## config.mk

```make
export PLATFORM = sky130hd
export DESIGN_NAME = bayer_fetch_seq
export DESIGN_NICKNAME = d
export VERILOG_FILES = /design/src/rtl/bfs_pkg.sv /design/src/rtl/bfs_axis_clamp.sv /design/src/rtl/bfs_conv_timer.sv /design/src/rtl/bfs_lane_pack.sv /design/src/rtl/bayer_fetch_seq.sv
export SDC_FILE = /design/constraint.sdc
export NUM_CORES = 1
export LEC_CHECK = 0
export BUFFER_PORTS_ARGS = -buffer_cell sky130_fd_sc_hd__buf_2
export CAP_MARGIN = 20
export CORE_MARGIN = 2
export CORE_UTILIZATION = 39
export DETAILED_ROUTE_END_ITERATION = 10
export HOLD_SLACK_MARGIN = 0.15
export PLACE_DENSITY_LB_ADDON = 0.1
export SYNTH_ARGS = -nofsm -noshare
export SYNTH_HDL_FRONTEND = slang
export SYNTH_SLANG_ARGS = --single-unit
```

## constraint.sdc

```tcl
create_clock -name clk -period 4.75 [get_ports clk]
set_input_delay 0.7125 -clock clk [delete_from_list [all_inputs] [get_ports clk]]
set_output_delay 0.7125 -clock clk [all_outputs]
set_load 0.02 [all_outputs]
```

## src/rtl/bfs_pkg.sv

```systemverilog
package bfs_pkg;

  typedef enum logic [2:0] {
    S_IDLE,
    S_ADDR,
    S_WAIT,
    S_DONE,
    S_TURN
  } seq_state_t;

  localparam logic [2:0] LAST_STEP = 3'd5;

  // steps 0 and 3 are row-address steps
  function automatic logic step_is_row(input logic [2:0] step);
    return (step == 3'd0) || (step == 3'd3);
  endfunction

  // byte lane filled by a column step
  function automatic logic [1:0] step_lane(input logic [2:0] step);
    case (step)
      3'd1:    return 2'd0;
      3'd2:    return 2'd1;
      3'd4:    return 2'd2;
      default: return 2'd3;
    endcase
  endfunction

endpackage

```

## src/rtl/bfs_axis_clamp.sv

```systemverilog
module bfs_axis_clamp #(
  parameter int LIMIT = 640,
  parameter int IN_W  = 10,
  parameter int OUT_W = 10
) (
  input  logic [IN_W-1:0]  coord,
  output logic [OUT_W-1:0] lo,
  output logic [OUT_W-1:0] hi
);

  localparam logic [OUT_W-1:0] LAST = OUT_W'(LIMIT - 1);

  always_comb begin
    if (32'(coord) >= 32'(LIMIT - 1)) begin
      lo = LAST;
      hi = LAST;
    end else begin
      lo = OUT_W'(coord);
      hi = OUT_W'(coord) + 1'b1;
    end
  end

endmodule

```

## src/rtl/bfs_conv_timer.sv

```systemverilog
module bfs_conv_timer #(
  parameter int CYC = 3
) (
  input  logic clk,
  input  logic rst_n,
  input  logic load,
  input  logic en,
  output logic expired
);

  localparam int CW = (CYC > 1) ? $clog2(CYC) : 1;
  localparam logic [CW-1:0] START = CW'(CYC - 1);

  logic [CW-1:0] cnt_q;
  logic [CW-1:0] cnt_d;
  logic          cnt_en;

  always_comb begin
    cnt_en = load || (en && (cnt_q != '0));
    cnt_d  = load ? START : (cnt_q - 1'b1);
  end

  always_ff @(posedge clk or negedge rst_n) begin
    if (!rst_n) begin
      cnt_q <= '0;
    end else if (cnt_en) begin
      cnt_q <= cnt_d;
    end
  end

  assign expired = (cnt_q == '0);

endmodule

```

## src/rtl/bfs_lane_pack.sv

```systemverilog
module bfs_lane_pack #(
  parameter int LANES = 4,
  parameter int LW    = 8,
  localparam int SW   = (LANES > 1) ? $clog2(LANES) : 1
) (
  input  logic                clk,
  input  logic                rst_n,
  input  logic                cap,
  input  logic                fin,
  input  logic [SW-1:0]       sel,
  input  logic [LW-1:0]       din,
  output logic [LANES*LW-1:0] word
);

  logic [LANES*LW-1:0] lanes_q;
  logic [LANES*LW-1:0] lanes_d;
  logic [LANES*LW-1:0] word_q;

  for (genvar i = 0; i < LANES; i++) begin : g_lane
    assign lanes_d[i*LW +: LW] = (cap && (sel == SW'(i))) ? din : lanes_q[i*LW +: LW];
  end

  always_ff @(posedge clk or negedge rst_n) begin
    if (!rst_n) begin
      lanes_q <= '0;
    end else if (cap) begin
      lanes_q <= lanes_d;
    end
  end

  always_ff @(posedge clk or negedge rst_n) begin
    if (!rst_n) begin
      word_q <= '0;
    end else if (fin) begin
      word_q <= lanes_d;
    end
  end

  assign word = word_q;

endmodule

```

## src/rtl/bayer_fetch_seq.sv

```systemverilog
module bayer_fetch_seq #(
  parameter int COLS     = 640,
  parameter int ROWS     = 480,
  parameter int CONV_CYC = 3,
  parameter int PIX_W    = 8,
  localparam int COL_W   = $clog2(COLS),
  localparam int ROW_W   = $clog2(ROWS),
  localparam int ADDR_W  = (COL_W > ROW_W) ? COL_W : ROW_W
) (
  input  logic               clk,
  input  logic               rst_n,
  input  logic               req_valid,
  output logic               req_ready,
  input  logic [COL_W-1:0]   req_x,
  input  logic [ROW_W-1:0]   req_y,
  output logic [ADDR_W-1:0]  img_addr,
  output logic               img_addr_vld,
  output logic               img_addr_col,
  input  logic [PIX_W-1:0]   img_data,
  output logic [4*PIX_W-1:0] pix_word,
  output logic               pix_valid
);

  import bfs_pkg::*;

  seq_state_t state_q, state_d;
  logic [2:0] step_q, step_d;
  logic [COL_W-1:0] x_q;
  logic [ROW_W-1:0] y_q;
  logic accept, tmr_load, tmr_exp, cap, fin, row_step;
  logic [ADDR_W-1:0] r0, r1, c0, c1;
  logic [ADDR_W-1:0] addr_mux;

  // coordinate latch, enabled on acceptance only
  always_ff @(posedge clk or negedge rst_n) begin
    if (!rst_n) begin
      x_q <= '0;
      y_q <= '0;
    end else if (accept) begin
      x_q <= req_x;
      y_q <= req_y;
    end
  end

  bfs_axis_clamp #(.LIMIT(ROWS), .IN_W(ROW_W), .OUT_W(ADDR_W)) u_row_clamp (
    .coord (y_q),
    .lo    (r0),
    .hi    (r1)
  );

  bfs_axis_clamp #(.LIMIT(COLS), .IN_W(COL_W), .OUT_W(ADDR_W)) u_col_clamp (
    .coord (x_q),
    .lo    (c0),
    .hi    (c1)
  );

  assign row_step = step_is_row(step_q);

  always_comb begin
    case (step_q)
      3'd0:         addr_mux = r0;
      3'd3:         addr_mux = r1;
      3'd1, 3'd4:   addr_mux = c0;
      default:      addr_mux = c1;
    endcase
  end

  // next-state logic
  always_comb begin
    state_d  = state_q;
    step_d   = step_q;
    accept   = 1'b0;
    tmr_load = 1'b0;
    cap      = 1'b0;
    fin      = 1'b0;
    case (state_q)
      S_IDLE: begin
        if (req_valid) begin
          accept  = 1'b1;
          step_d  = 3'd0;
          state_d = S_ADDR;
        end
      end
      S_ADDR: begin
        if (row_step) begin
          step_d = step_q + 3'd1;
        end else begin
          tmr_load = 1'b1;
          state_d  = S_WAIT;
        end
      end
      S_WAIT: begin
        if (tmr_exp) begin
          cap = 1'b1;
          if (step_q == LAST_STEP) begin
            fin     = 1'b1;
            state_d = S_DONE;
          end else begin
            step_d  = step_q + 3'd1;
            state_d = S_ADDR;
          end
        end
      end
      S_DONE:  state_d = S_TURN;
      S_TURN:  state_d = S_IDLE;
      default: state_d = S_IDLE;
    endcase
  end

  // state registers
  always_ff @(posedge clk or negedge rst_n) begin
    if (!rst_n) begin
      state_q <= S_IDLE;
      step_q  <= '0;
    end else begin
      state_q <= state_d;
      step_q  <= step_d;
    end
  end

  bfs_conv_timer #(.CYC(CONV_CYC)) u_timer (
    .clk     (clk),
    .rst_n   (rst_n),
    .load    (tmr_load),
    .en      (state_q == S_WAIT),
    .expired (tmr_exp)
  );

  bfs_lane_pack #(.LANES(4), .LW(PIX_W)) u_pack (
    .clk   (clk),
    .rst_n (rst_n),
    .cap   (cap),
    .fin   (fin),
    .sel   (step_lane(step_q)),
    .din   (img_data),
    .word  (pix_word)
  );

  assign req_ready    = (state_q == S_IDLE);
  assign img_addr_vld = (state_q == S_ADDR);
  assign img_addr_col = (state_q == S_ADDR) && !row_step;
  assign img_addr     = (state_q == S_ADDR) ? addr_mux : '0;
  assign pix_valid    = (state_q == S_DONE);

endmodule

```

## Word-level counts from Yosys, hierarchy flattened

Index checks and enable logic that the tools add are counted.
Widths: inputs -> output; s select.

| storage, ports and cells | value |
|---|---|
| bits in registers | 91 |
| word-level logic and storage cells | 78 |
| output and inout bits | 46 |
| input bits | 30 |

| cells by class | value |
|---|---|
| reduce and logical (&&, ||, !) cells | 18 |
| muxes and demuxes | 31 |
| add/subtract/negate cells | 4 |
| eq/ne operators | 16 |
| $lt $le $gt $ge | 2 |

Operator list:

| cell | count |
|---|---|
| $mux 10 | 4 |
| $mux 8 | 4 |
| $pmux 10 s3 | 1 |
| $mux 3 | 7 |
| $eq 3x2->1 const B | 4 |
| $pmux 3 s4 | 1 |
| $add 10x1->10 const B | 1 |
| $add 9x1->10 const B | 1 |
| $ge 10x10->1 const B | 1 |
| $ge 9x9->1 const B | 1 |
| $mux 1 | 9 |
| $mux 9 | 1 |
| $pmux 3 s3 | 1 |
| $ne 2x2->1 const B | 4 |
| $eq 3x1->1 const B | 2 |
| $eq 3x3->1 const B | 2 |
| $logic_and 1x1->1 | 6 |
| $logic_not 3->1 | 2 |
| $pmux 2 s3 | 1 |
| $reduce_and 5->1 | 1 |
| $eq 2x2->1 const B | 2 |
| $logic_not 2->1 | 2 |
| $mux 2 | 2 |
| $add 3x1->3 const B | 1 |
| other kinds (9) | 10 |

## Logic depth before layout (Yosys ltp)

Gate-level depths: netlist of the first run.

| depth | value |
|---|---|
| word-level depth | 5 |
| mapped depth | 9 |
| gate-level depth less buffers | 8 |

## Hierarchy

From an unflattened synthesis of the first run, not the netlist that was laid out.

| second synthesis, totals | value |
|---|---|
| cells, all modules | 444 |
| area, all modules | 4573.1 um^2 |

By module, submodules not included:

| module | times used | cells an instance | sequential area each (um^2) | area an instance (um^2) |
|---|---|---|---|---|
| bfs_lane_pack | 1 | 216 | 1601.5 | 2404.8 |
| bayer_fetch_seq | 1 | 130 | 625.6 | 1476.4 |
| bfs_axis_clamp at u_col_clamp | 1 | 44 | 0.0 | 285.3 |
| bfs_axis_clamp at u_row_clamp | 1 | 42 | 0.0 | 277.8 |
| bfs_conv_timer | 1 | 12 | 50.0 | 128.9 |

## Worst setup path after synthesis of the first run

No wires, ideal clock.

| timing | value |
|---|---|
| kind | register -> output |
| start | register step_q[2] |
| end | output img_addr[6] |
| slack | 1986 ps |
| arrival time | 2052 ps |
| stages on the path, launching flop included | 8 |
| data required time | 4038 ps |
| path buffers | 2 |
| path through | dfrtp_1 clkbuf_1 inv_1 ha_1 clkbuf_1 inv_1 o311a_1 a211oi_1 |

| on the way | value |
|---|---|
| cells in the longest elaborated chain, start to end | 4 |
| elaborated cells between the ends (all ways) | 7 |
| classes of those cells | 3 x eq/ne; 2 x mux; 2 x reduce/logical |

Ends and longest elaborated chain:

| what | RTL line | source |
|---|---|---|
| from (decl) | bayer_fetch_seq.sv:27 | `logic [2:0] step_q, step_d;` |
| from (signal assigned) | bayer_fetch_seq.sv:117 | `step_q <= step_d;` |
| $eq 3x1->1 / $eq 3x3->1 (equally long branches) | bayer_fetch_seq.sv:60 | `case (step_q)` |
| $reduce_or 2->1 | bayer_fetch_seq.sv:60 |  |
| $pmux 10 s3 (*) | bayer_fetch_seq.sv:60 |  |
| $mux 10 (*) | bayer_fetch_seq.sv:142 | `assign img_addr = (state_q == S_ADDR) ? addr_mux : '0;` |
| to (decl) | bayer_fetch_seq.sv:16 | `output logic [ADDR_W-1:0] img_addr,` |

Mark *: on every way between the ends. The rest lies on a longest branch, timed or not.

## Worst setup path in the final report of the first run

| timing | value |
|---|---|
| start | register y_q[0] |
| end | output img_addr[3] |

| on the way | value |
|---|---|
| cells in the longest elaborated chain, start to end | 4 |
| elaborated cells between the ends (all ways) | 6 |
| classes of those cells | 1 x add/sub; 1 x order compare; 4 x mux |

Ends and longest elaborated chain:

| what | RTL line | source |
|---|---|---|
| from (decl) | bayer_fetch_seq.sv:29 | `logic [ROW_W-1:0] y_q;` |
| from (signal assigned) | bayer_fetch_seq.sv:41 | `y_q <= req_y;` |
| $add 9x1->10 / $ge 9x9->1 (equally long branches) | bfs_axis_clamp.sv:19, bfs_axis_clamp.sv:14 |  |
| $mux 10 / $mux 9 (equally long branches) | bfs_axis_clamp.sv:14 | `if (32'(coord) >= 32'(LIMIT - 1)) begin` |
| $pmux 10 s3 (*) | bayer_fetch_seq.sv:60 |  |
| $mux 10 (*) | bayer_fetch_seq.sv:142 |  |

Marked as above.

==> impl_metrics.csv, run 1 <==
group,metric,value,unit
setup_path,crit_path_top_delay_cell,"sky130_fd_sc_hd__a221oi_1",
clock_network,tritoncts_num_sinks,91,
placement,dp_worst_setup_slack,1760,ps
synthesis,synthesis.area_per_instance,12.4,sq um
setup_path,cp_data_arrival_time,2690,ps
pwr,power.net_switching,1.16,mW
clock_network,root_buffer,"sky130_fd_sc_hd__clkbuf_8",
synthesis,yosys-top-cells-area,"sky130_fd_sc_hd__dfrtp_1 (52%), sky130_fd_sc_hd__mux2_2 (22%), sky130_fd_sc_hd__o21ai_0 (2.4%), sky130_fd_sc_hd__ha_1 (2.3%), sky130_fd_sc_hd__a221oi_1 (1.4%)",
floorplanning,placementRows,38,
setup_path,critical_path_buf_inv_count,1,
setup_path,depth_of_the_worst_register_to_register_path,8,
timing,fin_tns_setup,0,ps
synthesis,synth_compound_area_share,9.65,%
floorplanning,fp.dieArea,12000,sq um
timing,fin_worst_skew,5.12,ps
floorplanning,ios,76,
synthesis,synth-simple-area-share,8.33,%
timing,fin_crit,3410,ps
synthesis,synthDominantAreaCellType,"sky130_fd_sc_hd__dfrtp_1",
timing,drv_slew,0,
synthesis,synth_area,4340,sq um
detailed_routing,detailroute.via_count,2992,
global_route,gr-total-overflow,0,
pwr,p_sw_share,39.1,%
synthesis,syn-num-nets,389,
synthesis,synth.top_cell.area_share,52.4,%
clock_network,cts.reportedPaths.clkPinSlew,90,ps
cells_and_area,area.growth.synth_to_final,15.7,%
setup_path,worstReg2RegEnd,"step_q[0]$_DFFE_PN0P_",
setup_path,crit_chain,"ha_1 > nor2_1 > a221oi_1 > o21ai_0 > a311oi_1 > buf_2",
synthesis,postSynthCellCount,351,
detailed_routing,drt_first_iter_violations,123,
synthesis,netlist-cell-type-count,48,
setup_path,required_time_reported_for_the_critical_path_endpoint,4040,ps
cells_and_area,antenna-diode-count,0,
cells_and_area,layout.core_utilization,46.3,%
synthesis,synth.most_common_cell,"sky130_fd_sc_hd__dfrtp_1",
pwr,power.sequential.fraction,41.9,%
floorplanning,floorplan.core_area,10800,sq um
synthesis,adder_cell_share_of_the_synthesized_area,2.31,%
detailed_routing,dr.max_layer_used,"met4",
setup_path,critical-path-top-delay-family,"compound AO/OA/AOI/OAI gates",
clock_network,worstSkewPairLatency,370,ps
detailed_routing,met2_wirelength,4560,um
detailed_routing,post_drt_wl_per_cell,17.0,um
setup_path,critical_path.endpoint_type,"output pin",
floorplanning,dieHeight,110,um
setup_path,timing.critical_path.slowest_cell_delay,650,ps
floorplanning,dieWidth,110,um
synthesis,synthTopCellsByCount,"sky130_fd_sc_hd__dfrtp_1 (91), sky130_fd_sc_hd__mux2_2 (85), sky130_fd_sc_hd__o21ai_0 (21), sky130_fd_sc_hd__inv_1 (14), sky130_fd_sc_hd__nand2_1 (11)",
clock_network,postCtsSetupBuffers,0,
synthesis,ys_seq_elements,91,
pwr,p_int,1.81,mW
timing,final.period_utilization,71.7,%
setup_path,r2r_start,"step_q[1]$_DFFE_PN0P_",
detailed_routing,viasPerCell,5.29,
synthesis,synth.yosys.seq_area_share,52.4,%
detailed_routing,number_of_antenna_violating_nets_in_the_routed_design,0,
detailed_routing,met3RoutedLength,599,um
setup_path,crit_path_max_fanout,6,
timing,worst_pin_slew,893,ps
synthesis,ys_dominant_reg_cell,"sky130_fd_sc_hd__dfrtp_1",
pwr,clkPwrFrac,17.1,%
detailed_routing,firstDrtPassIters,4,
clock_network,clock_path_buffers,2,
global_route,global_route.usage.total,17.4,%
setup_path,timing_worst_setup_path_type,"register to output pin",
cells_and_area,nets,459,
clock_network,cts_htree_levels,3,
detailed_routing,routedLengthMet1,4310,um
synthesis,largest_family_of_logic_cells_by_synthesized_area,"multiplexers",
timing,rsz_0062_raised_after_global_routing,"no",
floorplanning,initial_utilization,40.1,%
global_route,grt_pass1_wl,15600,um
placement,place.port_buffers,75,
worst_hold_path,hp-class,"primary input to async pin",
placement,place.gp.congestion,0.814,
cells_and_area,fillers,1033,
pwr,power_density,592,nW/um^2
global_route,grt_antenna_before_repair,0,
run,max_cap_violations,0,
global_route,number_of_global_route_vias_before_repair,3073,
clock_network,cts_inserted_buffers,9,
timing,finalWorstSetupSlack,1340,ps
clock_network,cts_tree,"done",
pwr,static-leakage-power,2.23,nW
timing,final-hold-violation-count,0,
synthesis,async_flop_share,100,%
status,outcome,"finished, final reports clean",
synthesis,synth_edf_count,0,
synthesis,synth.area.mux_share,22.7,%
timing,slew_headroom,40.5,%
setup_path,reg2reg_slack,2000,ps
detailed_routing,routed_wirelength,9610,um
timing,finalSetupViolations,0,
pwr,ir_worst_vdd,0.000240,V
clock_network,quantity_of_hold_fixing_buffers_added_after_cts,0,
pwr,pwr-share-comb,41.0,%
synthesis,yosys.area_share.xor_xnor,1.41,%
synthesis,ys_warn_count,0,
setup_path,crit_path_start_kind,"register",
timing,timing.hold.ws,322,ps
timing,max_freq,0.294,GHz
clock_network,post_cts_resized,0,
global_route,maximum_number_of_pins_on_one_net_before_global_route_repair,49,
placement,hpwlAfterDp,6650,um
cells_and_area,final_layout_size_suffix_gt1_share,43.4,%
detailed_routing,drt_drc_violations_left,0,
-- cell families after synthesis --
logic type                 count (synthesis)
AOI/OAI and AO/OA                         62
xor gates and xnor gates                   7
adders and majority gates                  8
buffers and inverters                     33
DFF                                       91
muxes                                     88
and+or+nand+nor                           62
-- registers in the layout, indices dropped and copies added, names as in the netlist --
signal          flops
state_q             3
u_pack.word        32
u_pack.lanes_q     32
step_q              3
y_q                 9
x_q                10
u_timer.cnt_q       2
-- how the worst max path moves through the flow --
stage | start | to | slack [ps] | cells after the start
2_1_floorplan | step_q[2]$_DFFE_PN0P_ | img_addr[6] | 1990 | 7
3_3_place_gp | y_q[0]$_DFFE_PN0P_ | img_addr[3] | 1750 | 6
3_5_place_dp | u_timer.cnt_q[0]$_DFFE_PN0P_ | u_pack.word[19]$_DFFE_PN0P_ | 1760 | 6
4_1_cts | y_q[0]$_DFFE_PN0P_ | img_addr[3] | 1360 | 6
5_1_grt | y_q[0]$_DFFE_PN0P_ | img_addr[3] | 1080 | 6
6_report | y_q[0]$_DFFE_PN0P_ | img_addr[3] | 1340 | 6
-- routing by layer --
layer | up-vias | global-route usage (%)
li1 | 1412 | -
met1 | 1499 | 22.1
met2 | 71 | 28.3
met3 | 10 | 4.98
met4 | 0 | 6.24
met5 | - | 0
-- layout make-up --
cell class | count | area [sq um] | area share [%]
Clock buffer | 13 | 169 | 3.36
Clock inverter | 3 | 21.3 | 0.424
Inverter | 14 | 52.6 | 1.05
Multi-Input combinational cell | 227 | 1930 | 38.4
Sequential cell | 91 | 2280 | 45.3
Tap cell | 140 | 175 | 3.49
Timing Repair Buffer | 78 | 398 | 7.92
-- stage by stage --
step	area (sq um)	instances	total power [mW]
2_1_floorplan	4340	351	2.13
3_3_place_gp	4830	549	2.45
3_5_place_dp	4830	549	2.48
4_1_cts	5020	565	3.00
5_1_grt	5020	566	3.20
6_report	5020	566	2.97
-- cells in the final DEF, fill, tap and decap left out, drive strengths merged, types with 3 or more instances in the layout --
master / count
nand3: 11
nand3b: 3
nor3: 5
o21a: 4
nand2: 11
a311oi: 3
and3: 6
a21oi: 7
mux2: 85
xnor2: 3
inv: 14
clkbuf: 14
and4: 3
nor2: 9
mux2i: 3
nor2b: 3
o21ai: 21
a221oi: 7
buf: 77
xor2: 4
ha: 8
dfrtp: 91
-- power by group through the flow --
stage	sequential (mW)	clock (mW)	combinational, mW
2_1_floorplan	1.22	0	0.912
3_3_place_gp	1.26	0	1.19
3_5_place_dp	1.26	0	1.22
4_1_cts	1.25	0.528	1.23
5_1_grt	1.29	0.559	1.35
6_report	1.25	0.508	1.22
(Power assumes the default switching activity.)
==> inputs of run 2 (changes only) <==
==> constraint.sdc (replaced) <==
create_clock -name clk -period 3.05 [get_ports clk]
set_input_delay 0.4575 -clock clk [delete_from_list [all_inputs] [get_ports clk]]
set_output_delay 0.4575 -clock clk [all_outputs]
set_load 0.02 [all_outputs]
==> impl_metrics.csv, run 2 (synthesis gave the netlist of run 1 again) <==
group,metric,value,unit
floorplanning,dieHeight,110,um
detailed_routing,post_drt_wl_per_cell,16.9,um
cells_and_area,mostFrequentLayoutCells,"sky130_fd_sc_hd__dfrtp_1 (90), sky130_fd_sc_hd__mux2_2 (85), sky130_fd_sc_hd__buf_2 (74)",
cells_and_area,fillers,1028,
clock_network,cts_tree,"done",
timing,final-hold-violation-count,0,
cells_and_area,final_layout_size_suffix_gt1_share,44.7,%
detailed_routing,firstDrtPassIters,4,
status,outcome,"finished, final reports clean",
cells_and_area,layout_commonest_cell,"sky130_fd_sc_hd__dfrtp_1",
timing,fin_crit,2880,ps
global_route,global_route.usage.total,16.8,%
placement,place.port_buffers,75,
global_route,gr-total-overflow,0,
timing,rsz_0062_raised_after_global_routing,"no",
detailed_routing,routed_wirelength,9620,um
global_route,grt_antenna_before_repair,0,
setup_path,crit_path_max_fanout,11,
clock_network,worstSkewPairLatency,360,ps
pwr,ir_worst_vdd,0.000430,V
placement,place.gp.congestion,0.852,
floorplanning,initial_utilization,40.1,%
global_route,number_of_global_route_vias_before_repair,3031,
clock_network,clock_path_buffers,2,
floorplanning,floorplan.core_area,10800,sq um
timing,slew_headroom,49.5,%
setup_path,timing_worst_setup_path_type,"register to output pin",
floorplanning,dieWidth,110,um
timing,finalSetupViolations,0,
setup_path,crit_path_start_kind,"register",
timing,final.period_utilization,94.4,%
timing,max_freq,0.347,GHz
floorplanning,placementRows,38,
global_route,maximum_number_of_pins_on_one_net_before_global_route_repair,51,
setup_path,cp_data_arrival_time,2420,ps
placement,hpwlAfterDp,6690,um
timing,worst_pin_slew,753,ps
placement,dpl-instance-area,4880,sq um
timing,timing.hold.ws,308,ps
timing,drv_slew,0,
detailed_routing,detailroute.via_count,3032,
setup_path,critical_path.endpoint_type,"output pin",
cells_and_area,multi_input_area,1940,sq um
detailed_routing,drt_drc_violations_left,0,
detailed_routing,drt_first_iter_violations,149,
clock_network,tritoncts_num_sinks,91,
cells_and_area,antenna-diode-count,0,
floorplanning,fp.dieArea,12000,sq um
clock_network,root_buffer,"sky130_fd_sc_hd__clkbuf_8",
global_route,grt_pass1_wl,15400,um
setup_path,required_time_reported_for_the_critical_path_endpoint,2590,ps
pwr,power_density,932,nW/um^2
detailed_routing,number_of_antenna_violating_nets_in_the_routed_design,0,
timing,fin_worst_skew,9.54,ps
clock_network,cts_htree_levels,3,
cells_and_area,area.growth.synth_to_final,17.3,%
clock_network,cts.reportedPaths.clkPinSlew,100,ps
cells_and_area,fin_cells,570,
cells_and_area,ff_latch_area,2280,sq um
placement,placed_cells_incl_taps,554,
clock_network,cts_inserted_buffers,9,
run,max_cap_violations,0,
pwr,static-leakage-power,2.25,nW
clock_network,postCtsSetupBuffers,0,
detailed_routing,viasPerCell,5.32,
worst_hold_path,hp-class,"primary input to register",
cells_and_area,nets,464,
timing,fin_tns_setup,0,ps
floorplanning,ios,76,
cells_and_area,finish.instance_area,5090,sq um
==> run 2: worst paths after layout <==
check	slack (ps)	from	cells after the start	endpoint
setup / recovery	170	step_q[0]$_DFFE_PN0P_	8	img_addr[0]
hold / removal	310	req_x[7]	3	x_q[7]$_DFFE_PN0P_
setup reg to reg	600	u_timer.cnt_q[0]$_DFFE_PN0P_	6	u_pack.word[16]$_DFFE_PN0P_
hold reg to reg	500	u_pack.lanes_q[0]$_DFFE_PN0P_	1	u_pack.lanes_q[0]$_DFFE_PN0P_
max in group asynchronous	1770	rst_n	3	u_pack.lanes_q[17]$_DFFE_PN0P_
min in group asynchronous	630	rst_n	2	state_q[2]$_DFFE_PN0P_
==> run 2: stage by stage <==
stage | utilization (%) | power (mW) | setup slack, ps
final | 47.0 | 4.75 | 170
after global routing | 47.0 | 5.10 | 17.8
after CTS | 46.9 | 4.78 | 101
after detailed placement | 45.0 | 3.92 | 502
after global placement | 45.0 | 3.87 | 478
after floorplan | - | 3.32 | 541
==> run 2: layout make-up <==
class                           count  share of cell area (%)
Clock buffer                        9                    2.43
Clock inverter                      6                    1.45
Inverter                           14                    1.03
Multi-Input combinational cell    227                    38.0
Sequential cell                    91                    44.7
Tap cell                          140                    3.44
Timing Repair Buffer               83                    8.89
==> run 2: per-layer routing <==
layer	GRT usage, %	vias up	share of wire [%]
met1	22.0	1520	46
met3	4.15	8	5.4
met4	5.06	0	0.99
li1	-	1424	-
met5	0	-	0
met2	27.6	80	48
==> run 2: repair_timing <==
action | in CTS | in global routing
hold endpoints to repair | 41 | 0
hold buffers | 1 | 0
gates resized for setup | 0 | 3
setup endpoints to repair | 0 | 5
==> run 2: critical path: stages (launching register included) <==
cell and delay, ps:
sky130_fd_sc_hd__dfrtp_2 450, sky130_fd_sc_hd__inv_1 80, sky130_fd_sc_hd__ha_1 220, sky130_fd_sc_hd__nor2b_1 130, sky130_fd_sc_hd__buf_4 180, sky130_fd_sc_hd__or2_2 310, sky130_fd_sc_hd__a221oi_1 330, sky130_fd_sc_hd__a221oi_1 160
sky130_fd_sc_hd__buf_2 210
==> run 2: power breakdown <==
part	internal (mW)	switching, mW
combinational	0.892	1.07
clock	0.386	0.454
sequential	1.60	0.336
total	2.88	1.86
==> inputs of run 3 (changes only) <==
--- a/config.mk
+++ b/config.mk
@@ -10,8 +10,10 @@
 export CORE_MARGIN = 2
 export CORE_UTILIZATION = 39
 export DETAILED_ROUTE_END_ITERATION = 10
+export GPL_TIMING_DRIVEN = 1
 export HOLD_SLACK_MARGIN = 0.15
 export PLACE_DENSITY_LB_ADDON = 0.1
+export SETUP_SLACK_MARGIN = 0.2
 export SYNTH_ARGS = -nofsm -noshare
 export SYNTH_HDL_FRONTEND = slang
 export SYNTH_SLANG_ARGS = --single-unit
==> impl_metrics.csv, run 3 (synthesis gave the netlist of run 1 again) <==
group,metric,value,unit
detailed_routing,met3RoutedLength,545,um
setup_path,timing.critical_path.slowest_cell_delay,450,ps
worst_hold_path,hp-class,"primary input to register",
setup_path,critical_path_buf_inv_count,2,
setup_path,crit_chain,"buf_4 > ha_1 > ha_4 > or2_2 > a221oi_2 > a221oi_1 > buf_2",
setup_path,crit_path_top_delay_cell,"sky130_fd_sc_hd__dfrtp_2",
run,max_cap_violations,0,
pwr,power.net_switching,1.91,mW
cells_and_area,final_layout_size_suffix_gt1_share,46.8,%
detailed_routing,detailroute.via_count,3068,
setup_path,critical_path.endpoint_type,"output pin",
timing,worst_pin_slew,571,ps
timing,fin_worst_skew,8.95,ps
timing,finalWorstSetupSlack,271,ps
worst_hold_path,worst_hold_path.num_cells,3,
placement,dpl-instance-area,4880,sq um
detailed_routing,drt_first_iter_violations,143,
detailed_routing,firstDrtPassIters,4,
cells_and_area,nets,468,
floorplanning,initial_utilization,40.1,%
global_route,grt_pass1_wl,15500,um
clock_network,clock_path_buffers,2,
cells_and_area,fillers,1018,
detailed_routing,met2_wirelength,4680,um
setup_path,reg2reg_slack,600,ps
placement,hpwlAfterDp,6690,um
clock_network,root_buffer,"sky130_fd_sc_hd__clkbuf_8",
floorplanning,dieWidth,110,um
worst_hold_path,whs_endpoint,"x_q[7]$_DFFE_PN0P_",
placement,place.port_buffers,75,
cells_and_area,area.growth.synth_to_final,19.3,%
setup_path,timing_worst_setup_path_type,"register to output pin",
clock_network,tritoncts_num_sinks,91,
timing,finalSetupViolations,0,
clock_network,cts_htree_levels,3,
detailed_routing,drt_drc_violations_left,0,
pwr,p_int,2.94,mW
setup_path,crit_path_max_fanout,10,
pwr,power.sequential.fraction,40.1,%
global_route,global_route.usage.total,16.9,%
detailed_routing,routedLengthMet1,4390,um
setup_path,cp_data_arrival_time,2320,ps
timing,max_freq,0.360,GHz
pwr,clkPwrFrac,17.3,%
detailed_routing,viasPerCell,5.34,
global_route,grt_antenna_before_repair,0,
global_route,gr-total-overflow,0,
timing,rsz_0062_raised_after_global_routing,"yes",
cells_and_area,antenna-diode-count,0,
clock_network,worstSkewPairLatency,360,ps
detailed_routing,routed_wirelength,9720,um
floorplanning,fp.dieArea,12000,sq um
timing,fin_tns_setup,0,ps
timing,slew_headroom,61.9,%
timing,drv_slew,0,
pwr,power_density,937,nW/um^2
setup_path,worstReg2RegEnd,"u_pack.word[20]$_DFFE_PN0P_",
global_route,number_of_global_route_vias_before_repair,3058,
pwr,pwr-share-comb,42.6,%
floorplanning,dieHeight,110,um
setup_path,required_time_reported_for_the_critical_path_endpoint,2590,ps
clock_network,cts_tree,"done",
timing,fin_crit,2780,ps
detailed_routing,number_of_antenna_violating_nets_in_the_routed_design,0,
detailed_routing,dr.max_layer_used,"met4",
pwr,static-leakage-power,2.28,nW
setup_path,r2r_start,"u_timer.cnt_q[0]$_DFFE_PN0P_",
cells_and_area,mostFrequentLayoutCells,"sky130_fd_sc_hd__dfrtp_1 (88), sky130_fd_sc_hd__mux2_2 (84), sky130_fd_sc_hd__buf_2 (74)",
cells_and_area,layout_commonest_cell,"sky130_fd_sc_hd__dfrtp_1",
timing,final-hold-violation-count,0,
global_route,maximum_number_of_pins_on_one_net_before_global_route_repair,51,
placement,dp_worst_setup_slack,502,ps
setup_path,crit_path_start_kind,"register",
timing,timing.hold.ws,305,ps
floorplanning,ios,76,
detailed_routing,post_drt_wl_per_cell,16.9,um
floorplanning,placementRows,38,
clock_network,cts_inserted_buffers,9,
pwr,p_sw_share,39.3,%
placement,place.gp.congestion,0.852,
worst_hold_path,hold_path_startpoint,"req_x[7]",
setup_path,depth_of_the_worst_register_to_register_path,6,
status,outcome,"finished, final reports clean",
timing,final.period_utilization,91.1,%
setup_path,critical-path-top-delay-family,"flip-flops",
floorplanning,floorplan.core_area,10800,sq um
clock_network,cts.reportedPaths.clkPinSlew,100,ps
pwr,ir_worst_vdd,0.000461,V
cells_and_area,finish.instance_area,5180,sq um
==> run 3: cell count changes in the layout (fill, tap and decap cells not counted), moves of 2 or more <==
cell / change
sky130_fd_sc_hd__a221oi_1: -2
sky130_fd_sc_hd__dfrtp_2: +2
sky130_fd_sc_hd__dfrtp_1: -2
sky130_fd_sc_hd__buf_4: +4
==> run 3: repair_timing <==
action / in CTS / in global routing
gates cloned: 0 / 0
pin swaps: 0 / 0
endpoints found under the hold margin: 41 / 0
gates resized for setup: 5 / 9
endpoints found under the setup margin: 4 / 8
hold buffers: 1 / 0
setup buffers: 1 / 3
==> run 3: power by group through the flow <==
stage          Sequential [mW]  Clock (mW)  Combinational (mW)
2_1_floorplan             1.90           0                1.42
3_3_place_gp              1.95           0                1.92
3_5_place_dp              1.96           0                1.95
4_1_cts                   1.94       0.881                1.99
5_1_grt                   2.01       0.921                2.28
6_report                  1.94       0.841                2.07
==> run 3: per-stage QoR <==
| step | util [%] | cells | total power, mW |
|---|---|---|---|
| 5_1_grt | 47.8 | 574 | 5.21 |
| 2_1_floorplan | - | 351 | 3.32 |
| 3_3_place_gp | 45.0 | 554 | 3.87 |
| 3_5_place_dp | 45.0 | 554 | 3.92 |
| 4_1_cts | 47.1 | 571 | 4.81 |
| 6_report | 47.8 | 574 | 4.85 |
==> run 3: worst max-delay path by stage <==
| stage | from | to | depth (start not counted) |
|---|---|---|---|
| after detailed placement | step_q[2]$_DFFE_PN0P_ | img_addr[0] | 6 |
| after floorplan | step_q[2]$_DFFE_PN0P_ | img_addr[6] | 7 |
| final | step_q[0]$_DFFE_PN0P_ | img_addr[0] | 7 |
| after CTS | step_q[1]$_DFFE_PN0P_ | img_addr[0] | 8 |
| after global routing | step_q[2]$_DFFE_PN0P_ | img_addr[0] | 7 |
| after global placement | step_q[0]$_DFFE_PN0P_ | img_addr[0] | 8 |
==> run 3: cell type report <==
cell class / instances / area [sq um] / area share [%]
tap: 140 / 175 / 3.38
sequential: 91 / 2280 / 44.1
multi-input combinational: 227 / 1990 / 38.4
clock buffer: 9 / 124 / 2.39
inverter: 14 / 52.6 / 1.01
clock inverter: 6 / 73.8 / 1.43
timing repair buffer: 87 / 483 / 9.33
==> run 3: routing by layer <==
layer	up-vias	global-route usage [%]
met5	-	0
met4	0	5.42
met3	10	4.15
met2	80	27.7
met1	1542	22.1
li1	1436	-
==> run 3: tightest hold or removal path: stages <==
cell                      delay, ps
sky130_fd_sc_hd__buf_2           70
sky130_fd_sc_hd__nand2_1         40
sky130_fd_sc_hd__o21ai_0         60
